$ cat src/rtl/wlk_pkg.sv
package wlk_pkg;
  localparam int unsigned KEY_W = 16;
  localparam logic [KEY_W-1:0] UNLOCK_KEY = 16'hDF0D;

  typedef enum logic [1:0] {
    ACT_FWD    = 2'd0,
    ACT_LOCKWR = 2'd1,
    ACT_DROP   = 2'd2,
    ACT_REJECT = 2'd3
  } act_e;
endpackage

$ cat src/rtl/wlk_classify.sv
module wlk_classify
  import wlk_pkg::*;
#(
  parameter int unsigned AW = 8,
  parameter int unsigned DW = 32
) (
  input  logic            clk,
  input  logic            rst_n,
  input  logic            locked,
  input  logic            s_valid,
  input  logic            s_write,
  input  logic [AW-1:0]   s_addr,
  input  logic [DW/8-1:0] s_strb,
  input  logic            m_ready,
  output logic            s_ready,
  output logic            m_valid,
  output act_e            act
);
  localparam int unsigned SW = DW / 8;
  localparam int unsigned LSB = $clog2(SW);

  logic misalign, partial, at_lock;

  always_comb begin
    misalign = |s_addr[LSB-1:0];
    partial  = s_write && (s_strb != {SW{1'b1}});
    at_lock  = (s_addr == '0);
    if (misalign || partial)        act = ACT_REJECT;
    else if (!s_write)              act = ACT_FWD;
    else if (at_lock)               act = ACT_LOCKWR;
    else if (locked)                act = ACT_DROP;
    else                            act = ACT_FWD;
  end

  assign m_valid = s_valid && (act == ACT_FWD);
  assign s_ready = (act == ACT_FWD) ? m_ready : 1'b1;

  // a write never reaches the register file while the lock is set
  p_no_locked_fwd_r5: assert property (@(posedge clk) disable iff (!rst_n)
    (m_valid && s_write) |-> (!locked || s_addr == '0));

  // nothing misaligned or partial is forwarded
  p_reject_not_fwd_r8: assert property (@(posedge clk) disable iff (!rst_n)
    m_valid |-> (s_addr[LSB-1:0] == '0) && (!s_write || s_strb == {SW{1'b1}}));
endmodule

$ cat src/rtl/wlk_lock_reg.sv
module wlk_lock_reg
  import wlk_pkg::*;
(
  input  logic             clk,
  input  logic             rst_n,
  input  logic             wr_en,
  input  logic [KEY_W-1:0] key,
  output logic             locked_o
);
  always_ff @(posedge clk) begin
    if (!rst_n)     locked_o <= 1'b1;
    else if (wr_en) locked_o <= (key != UNLOCK_KEY);
  end

  // the exact key clears the flag on the next cycle
  p_unlock_r2: assert property (@(posedge clk) disable iff (!rst_n)
    (wr_en && key == UNLOCK_KEY) |=> !locked_o);

  // any other key sets it
  p_relock_r3: assert property (@(posedge clk) disable iff (!rst_n)
    (wr_en && key != UNLOCK_KEY) |=> locked_o);

  // without a lock write the flag holds
  p_hold_r8: assert property (@(posedge clk) disable iff (!rst_n)
    !wr_en |=> $stable(locked_o));
endmodule

$ cat src/rtl/wlk_resp.sv
module wlk_resp
  import wlk_pkg::*;
#(
  parameter int unsigned AW = 8
) (
  input  logic          clk,
  input  logic          rst_n,
  input  logic          fire,
  input  act_e          act,
  input  logic [AW-1:0] addr,
  output logic          resp_valid,
  output logic          resp_err,
  output logic          denied_wr,
  output logic [AW-1:0] denied_addr
);
  always_ff @(posedge clk) begin
    if (!rst_n) begin
      resp_valid  <= 1'b0;
      resp_err    <= 1'b0;
      denied_wr   <= 1'b0;
      denied_addr <= '0;
    end else begin
      resp_valid <= fire;
      resp_err   <= fire && (act == ACT_REJECT);
      denied_wr  <= fire && (act == ACT_DROP);
      if (fire && act == ACT_DROP) denied_addr <= addr;
    end
  end

  // every accepted request yields one response beat next cycle
  p_resp_follows_r9: assert property (@(posedge clk) disable iff (!rst_n)
    fire |=> resp_valid);

  // a denial pulse only follows an accepted request
  p_denied_after_fire_r5: assert property (@(posedge clk) disable iff (!rst_n)
    denied_wr |-> ($past(fire) && resp_valid && !resp_err));
endmodule

$ cat src/rtl/wlk_frontend.sv
module wlk_frontend
  import wlk_pkg::*;
#(
  parameter int unsigned AW = 8,
  parameter int unsigned DW = 32
) (
  input  logic            clk,
  input  logic            rst_n,
  input  logic            s_valid,
  output logic            s_ready,
  input  logic            s_write,
  input  logic [AW-1:0]   s_addr,
  input  logic [DW-1:0]   s_wdata,
  input  logic [DW/8-1:0] s_strb,
  output logic            m_valid,
  input  logic            m_ready,
  output logic            m_write,
  output logic [AW-1:0]   m_addr,
  output logic [DW-1:0]   m_wdata,
  output logic            resp_valid,
  output logic            resp_err,
  output logic            locked,
  output logic            denied_wr,
  output logic [AW-1:0]   denied_addr
);
  act_e act;
  logic fire;

  wlk_classify #(.AW(AW), .DW(DW)) u_cls (
    .clk(clk), .rst_n(rst_n), .locked(locked),
    .s_valid(s_valid), .s_write(s_write), .s_addr(s_addr), .s_strb(s_strb),
    .m_ready(m_ready), .s_ready(s_ready), .m_valid(m_valid), .act(act)
  );

  assign fire    = s_valid && s_ready;
  assign m_write = s_write;
  assign m_addr  = s_addr;
  assign m_wdata = s_wdata;

  wlk_lock_reg u_lock (
    .clk(clk), .rst_n(rst_n),
    .wr_en(fire && act == ACT_LOCKWR),
    .key(s_wdata[KEY_W-1:0]),
    .locked_o(locked)
  );

  wlk_resp #(.AW(AW)) u_resp (
    .clk(clk), .rst_n(rst_n), .fire(fire), .act(act), .addr(s_addr),
    .resp_valid(resp_valid), .resp_err(resp_err),
    .denied_wr(denied_wr), .denied_addr(denied_addr)
  );

  // reset leaves the block locked and silent
  p_reset_state_r1: assert property (@(posedge clk)
    !rst_n |=> (locked && !resp_valid && !denied_wr));

  // a lock write is taken at once and kept local
  p_lockwr_local_r4: assert property (@(posedge clk) disable iff (!rst_n)
    (s_valid && act == ACT_LOCKWR) |-> (s_ready && !m_valid));
endmodule

$ cat config.mk
export PLATFORM = sky130hd
export DESIGN_NAME = wlk_frontend
export DESIGN_NICKNAME = d
export VERILOG_FILES = /design/src/rtl/wlk_pkg.sv /design/src/rtl/wlk_classify.sv /design/src/rtl/wlk_lock_reg.sv /design/src/rtl/wlk_resp.sv /design/src/rtl/wlk_frontend.sv
export SDC_FILE = /design/constraint.sdc
export NUM_CORES = 1
export LEC_CHECK = 0
export BUFFER_PORTS_ARGS = -buffer_cell sky130_fd_sc_hd__buf_2
export CORE_MARGIN = 1
export CORE_UTILIZATION = 35
export CTS_CLUSTER_SIZE = 25
export DETAILED_ROUTE_END_ITERATION = 8
export PLACE_DENSITY = 0.84
export SETUP_SLACK_MARGIN = 0.4
export SLEW_MARGIN = 40
export SYNTH_ARGS = -nofsm -noshare
export SYNTH_HDL_FRONTEND = slang
export SYNTH_SLANG_ARGS = --single-unit
$ cat constraint.sdc
create_clock -name clk -period 3.1 [get_ports clk]
set_input_delay 0.155 -clock clk [delete_from_list [all_inputs] [get_ports clk]]
set_output_delay 0.155 -clock clk [all_outputs]
set_load 0.05 [all_outputs]
==> results.txt <==
The number of clock buffers inserted by TritonCTS was 3. The run gives 161 as the total placed cells including tap cells. The worst setup path is launched from a flop. Dividing the detail-routed via count by the number of cells gives 4.54.

The number of synthesized flops with an enable pin is 0. The number of levels the H-tree was split into is 1, and the power per cell area is 422 nW/µm². For this design, the sink count on the clock tree is 12.

The max-slew violation count was 0; the average footprint of a synthesized cell was 8.31 µm². The flow ran to the end, and the final reports show no timing, DRC or antenna violations. Compared with the post-synthesis result, the final layout area differs by 11.4%. The logs give 0 for the number of hold-repair buffers added at the cts stage and 1880 µm for the final wirelength. In this run the critical register-to-register path is launched from u_lock.locked_o. Of all flip-flops after synthesis, the portion carrying an async set or reset was 0%.

For this run, the number of Yosys warnings is 0. The layout cell share with drive strength beyond 1 was 56.9%. Across the run, the number of max-cap violations was 0. The tools report the via count of the first global-routing pass as 649. At the worst endpoint, the required time is 2.94 ns.

Cell type with the largest total area after synthesis: sky130_fd_sc_hd__buf_4. In the final routed layout, each cell accounts on average for 11.4 µm. IR analysis of the VDD net gives a maximum drop of 0.172 mV.

Ranked by total cell area, the synthesized netlist is headed by sky130_fd_sc_hd__buf_4 35%, sky130_fd_sc_hd__dfxtp_1 27%, sky130_fd_sc_hd__nand2_1 7.2%, sky130_fd_sc_hd__mux2i_1 6.8%, sky130_fd_sc_hd__nor4_4 2.4%. The number of antenna diodes in the final layout is 0. The run gives 17 as the row count.

The first global-routing pass estimated 2690 µm of wire. The maximum clock skew at final layout came out at 0.00186 ns. The run gives 15 as the initial DRC count. After synthesis, the most frequently instantiated cells are 41 x sky130_fd_sc_hd__buf_4, 17 x sky130_fd_sc_hd__nand2_1, 12 x sky130_fd_sc_hd__dfxtp_1. The tools report the critical path startpoint as u_lock.locked_o.

The share of synthesized area in the top cell type comes to 34.9%. For the worst flop-to-flop path, the logic depth is 3. In this run the register-to-register setup slack is 1.84 ns. At the pin with the least slew margin, the transition time is 0.568 ns. The initial antenna violation count was 0. Path class of the lowest-slack min-delay path: input pin to flop. Capturing element type of the critical path: an output port. The worst hold path passes through 3 cells. The standard cell core area came out at 2300 µm². The aggregate negative setup slack was 0 ns; the synthesized netlist cell count was 106. Entering global routing, the biggest net connects 18 pins. The die is 52.2 µm wide. The die boundary height is 52.2 µm.

The final antenna-violating net count is 0, and the final critical-path share of the clock period is 49.7%. The critical path in this run is classified as flop to output port. When the netlist entered floorplanning its net count stood at 155.

The worst register-to-register path ends at u_resp.denied_addr[1]. For the worst setup path, the data arrival time is 1.39 ns. Register area share after synthesis: 27.3%.

The logs give 0 for the post-CTS repair timing setup buffer count and 881 µm² for the post-synthesis cell area. Derived from the worst setup path, the maximum achievable clock frequency is 648 MHz. Summed over all cells, the static leakage comes to 0.000512 µW.

The run gives 2 as the number of buffers on the longest clock path. After clock tree synthesis, the repair step resized 0 gates. The routed design could run at a clock period as short as 1.54 ns. After clock tree synthesis, the clock-pin slew on the worst setup and hold paths is 0.08 ns. The number of buffer cells added on primary ports is 71, and the via count is 749. Among all cell types in the netlist, the one instantiated most often is sky130_fd_sc_hd__buf_4. TritonCTS built the clock tree. The floorplan step defined a die boundary enclosing 2720 µm².

Global routing used 13.7% of the available tracks across all layers. The logs give 0 for the sum of overflow across all layers after global routing and 38.3% for the initial cell density of the core. The worst pin sits at a relative slew slack of 61.8%.

The first detailed-routing pass ran for 3 iterations. Excluding fillers, the count of instances in the completed layout stands at 165. The number of different library cells used by synthesis comes to 23.

The number of ports placed on the die boundary was 104; the synthesis-stage register bit count was 12. In this run the worst setup path terminates at m_valid. Setup violations remaining at the end of the flow were counted as 0. Setup repair after global routing left no endpoint under its margin. For the worst-skew pair, the clock arrives at the later sink with an insertion delay of 0.28 ns. Among all flip-flop cells after synthesis, the most frequent one is sky130_fd_sc_hd__dfxtp_1. The tree is rooted in a sky130_fd_sc_hd__clkbuf_4. The hold violation count in the final report was 0. In this run the worst path has a maximum fanout of 5. Detailed placement finished with a half-perimeter wire length of 1560 µm. Routability-driven placement finished with a final weighted congestion of 0.752. The tools report the final-stage net count as 187. For this run, design rule violations remaining after detail routing come to 0.
-- cell usage in the layout, fill, tap and decap left out --
| master | netlist | layout |
|---|---|---|
| sky130_fd_sc_hd__or3b_4 | 1 | 1 |
| sky130_fd_sc_hd__nor4_4 | 1 | 1 |
| sky130_fd_sc_hd__buf_2 | 0 | 71 |
| sky130_fd_sc_hd__nor2_1 | 4 | 4 |
| sky130_fd_sc_hd__nand2_1 | 17 | 17 |
| sky130_fd_sc_hd__clkbuf_4 | 0 | 3 |
| sky130_fd_sc_hd__nand4bb_1 | 1 | 1 |
| sky130_fd_sc_hd__nand4b_1 | 2 | 2 |
| sky130_fd_sc_hd__nor3_1 | 2 | 2 |
| sky130_fd_sc_hd__o21ai_0 | 1 | 1 |
| sky130_fd_sc_hd__inv_1 | 1 | 1 |
| sky130_fd_sc_hd__o31ai_1 | 1 | 1 |
| sky130_fd_sc_hd__and3_1 | 1 | 1 |
| sky130_fd_sc_hd__clkbuf_8 | 0 | 1 |
| sky130_fd_sc_hd__nor4_1 | 2 | 2 |
| sky130_fd_sc_hd__nor2b_1 | 1 | 1 |
| sky130_fd_sc_hd__nand4_1 | 2 | 2 |
| sky130_fd_sc_hd__mux2i_1 | 6 | 6 |
| sky130_fd_sc_hd__nor3b_1 | 1 | 1 |
| sky130_fd_sc_hd__and3b_1 | 2 | 2 |
| sky130_fd_sc_hd__a21oi_1 | 3 | 3 |
| sky130_fd_sc_hd__and4_2 | 1 | 1 |
| sky130_fd_sc_hd__dfxtp_1 | 12 | 12 |
-- area by class of cell --
| cell class | count | area, µm² |
|---|---|---|
| Clock buffer | 4 | 36.3 |
| Fill cell | 261 | 1320 |
| Inverter | 1 | 3.75 |
| Multi-Input combinational cell | 49 | 310 |
| Sequential cell | 12 | 240 |
| Tap cell | 28 | 35.0 |
| Timing Repair Buffer | 71 | 355 |
-- cells by family (layout without fill, tap and decap cells) --
kind of cell	Yosys count	count (layout)	synth area share [%]
buffers and inverters	45	76	37.5
and+or+nand+nor	38	38	25.3
muxes	6	6	6.82
AOI/OAI and AO/OA	5	5	3.12
DFF	12	12	27.3
-- metrics by stage --
step | hold slack (ns) | total power, µW | setup slack, ns | area [µm²] | util (%)
final | 0.142 | 414 | 1.56 | 981 | 42.7
after floorplan | 0.292 | 325 | 1.32 | 881 | -
after global routing | 0.134 | 431 | 1.46 | 981 | 42.7
after CTS | 0.136 | 418 | 1.55 | 981 | 42.7
after detailed placement | 0.310 | 289 | 1.51 | 945 | 41.1
after global placement | 0.310 | 288 | 1.54 | 945 | 41.1
-- state kept, by name (all words and copies together) (netlist names) --
name and cells:
u_resp.resp_valid 1, u_resp.denied_wr 1, u_resp.resp_err 1, u_resp.denied_addr 8
u_lock.locked_o 1
-- worst min-delay path by stage --
stage                      startpoint                    end  slack, ns
after floorplan               s_write        u_resp.resp_err       0.29
after global placement    s_wdata[25]            m_wdata[25]       0.31
after detailed placement  s_wdata[25]            m_wdata[25]       0.31
after CTS                   s_addr[6]  u_resp.denied_addr[6]       0.14
after global routing        s_addr[3]  u_resp.denied_addr[3]       0.13
final                       s_addr[5]  u_resp.denied_addr[5]       0.14
-- routing by layer --
layer  share of wire (%)  global-route usage (%)  up-vias
met5                   0                       0        -
met1                  42                    14.8      324
met3                 7.9                    3.80       15
met2                  47                    22.6       38
met4                 3.6                    10.1        0
li1                    -                       -      372
-- worst max-delay path: stages (launching register included) --
cell	delay, ns
sky130_fd_sc_hd__dfxtp_1	0.34
sky130_fd_sc_hd__o31ai_1	0.34
sky130_fd_sc_hd__nor2b_1	0.16
sky130_fd_sc_hd__buf_2	0.26
-- where the power goes --
part | leakage (µW) | internal, µW | switching, µW
sequential | 0.0000972 | 156 | 0.312
combinational | 0.000393 | 33.0 | 95.9
clock | 0.0000210 | 71.5 | 57.2
total | 0.000512 | 260 | 153
Note: power is estimated with default switching activity, not from simulation.
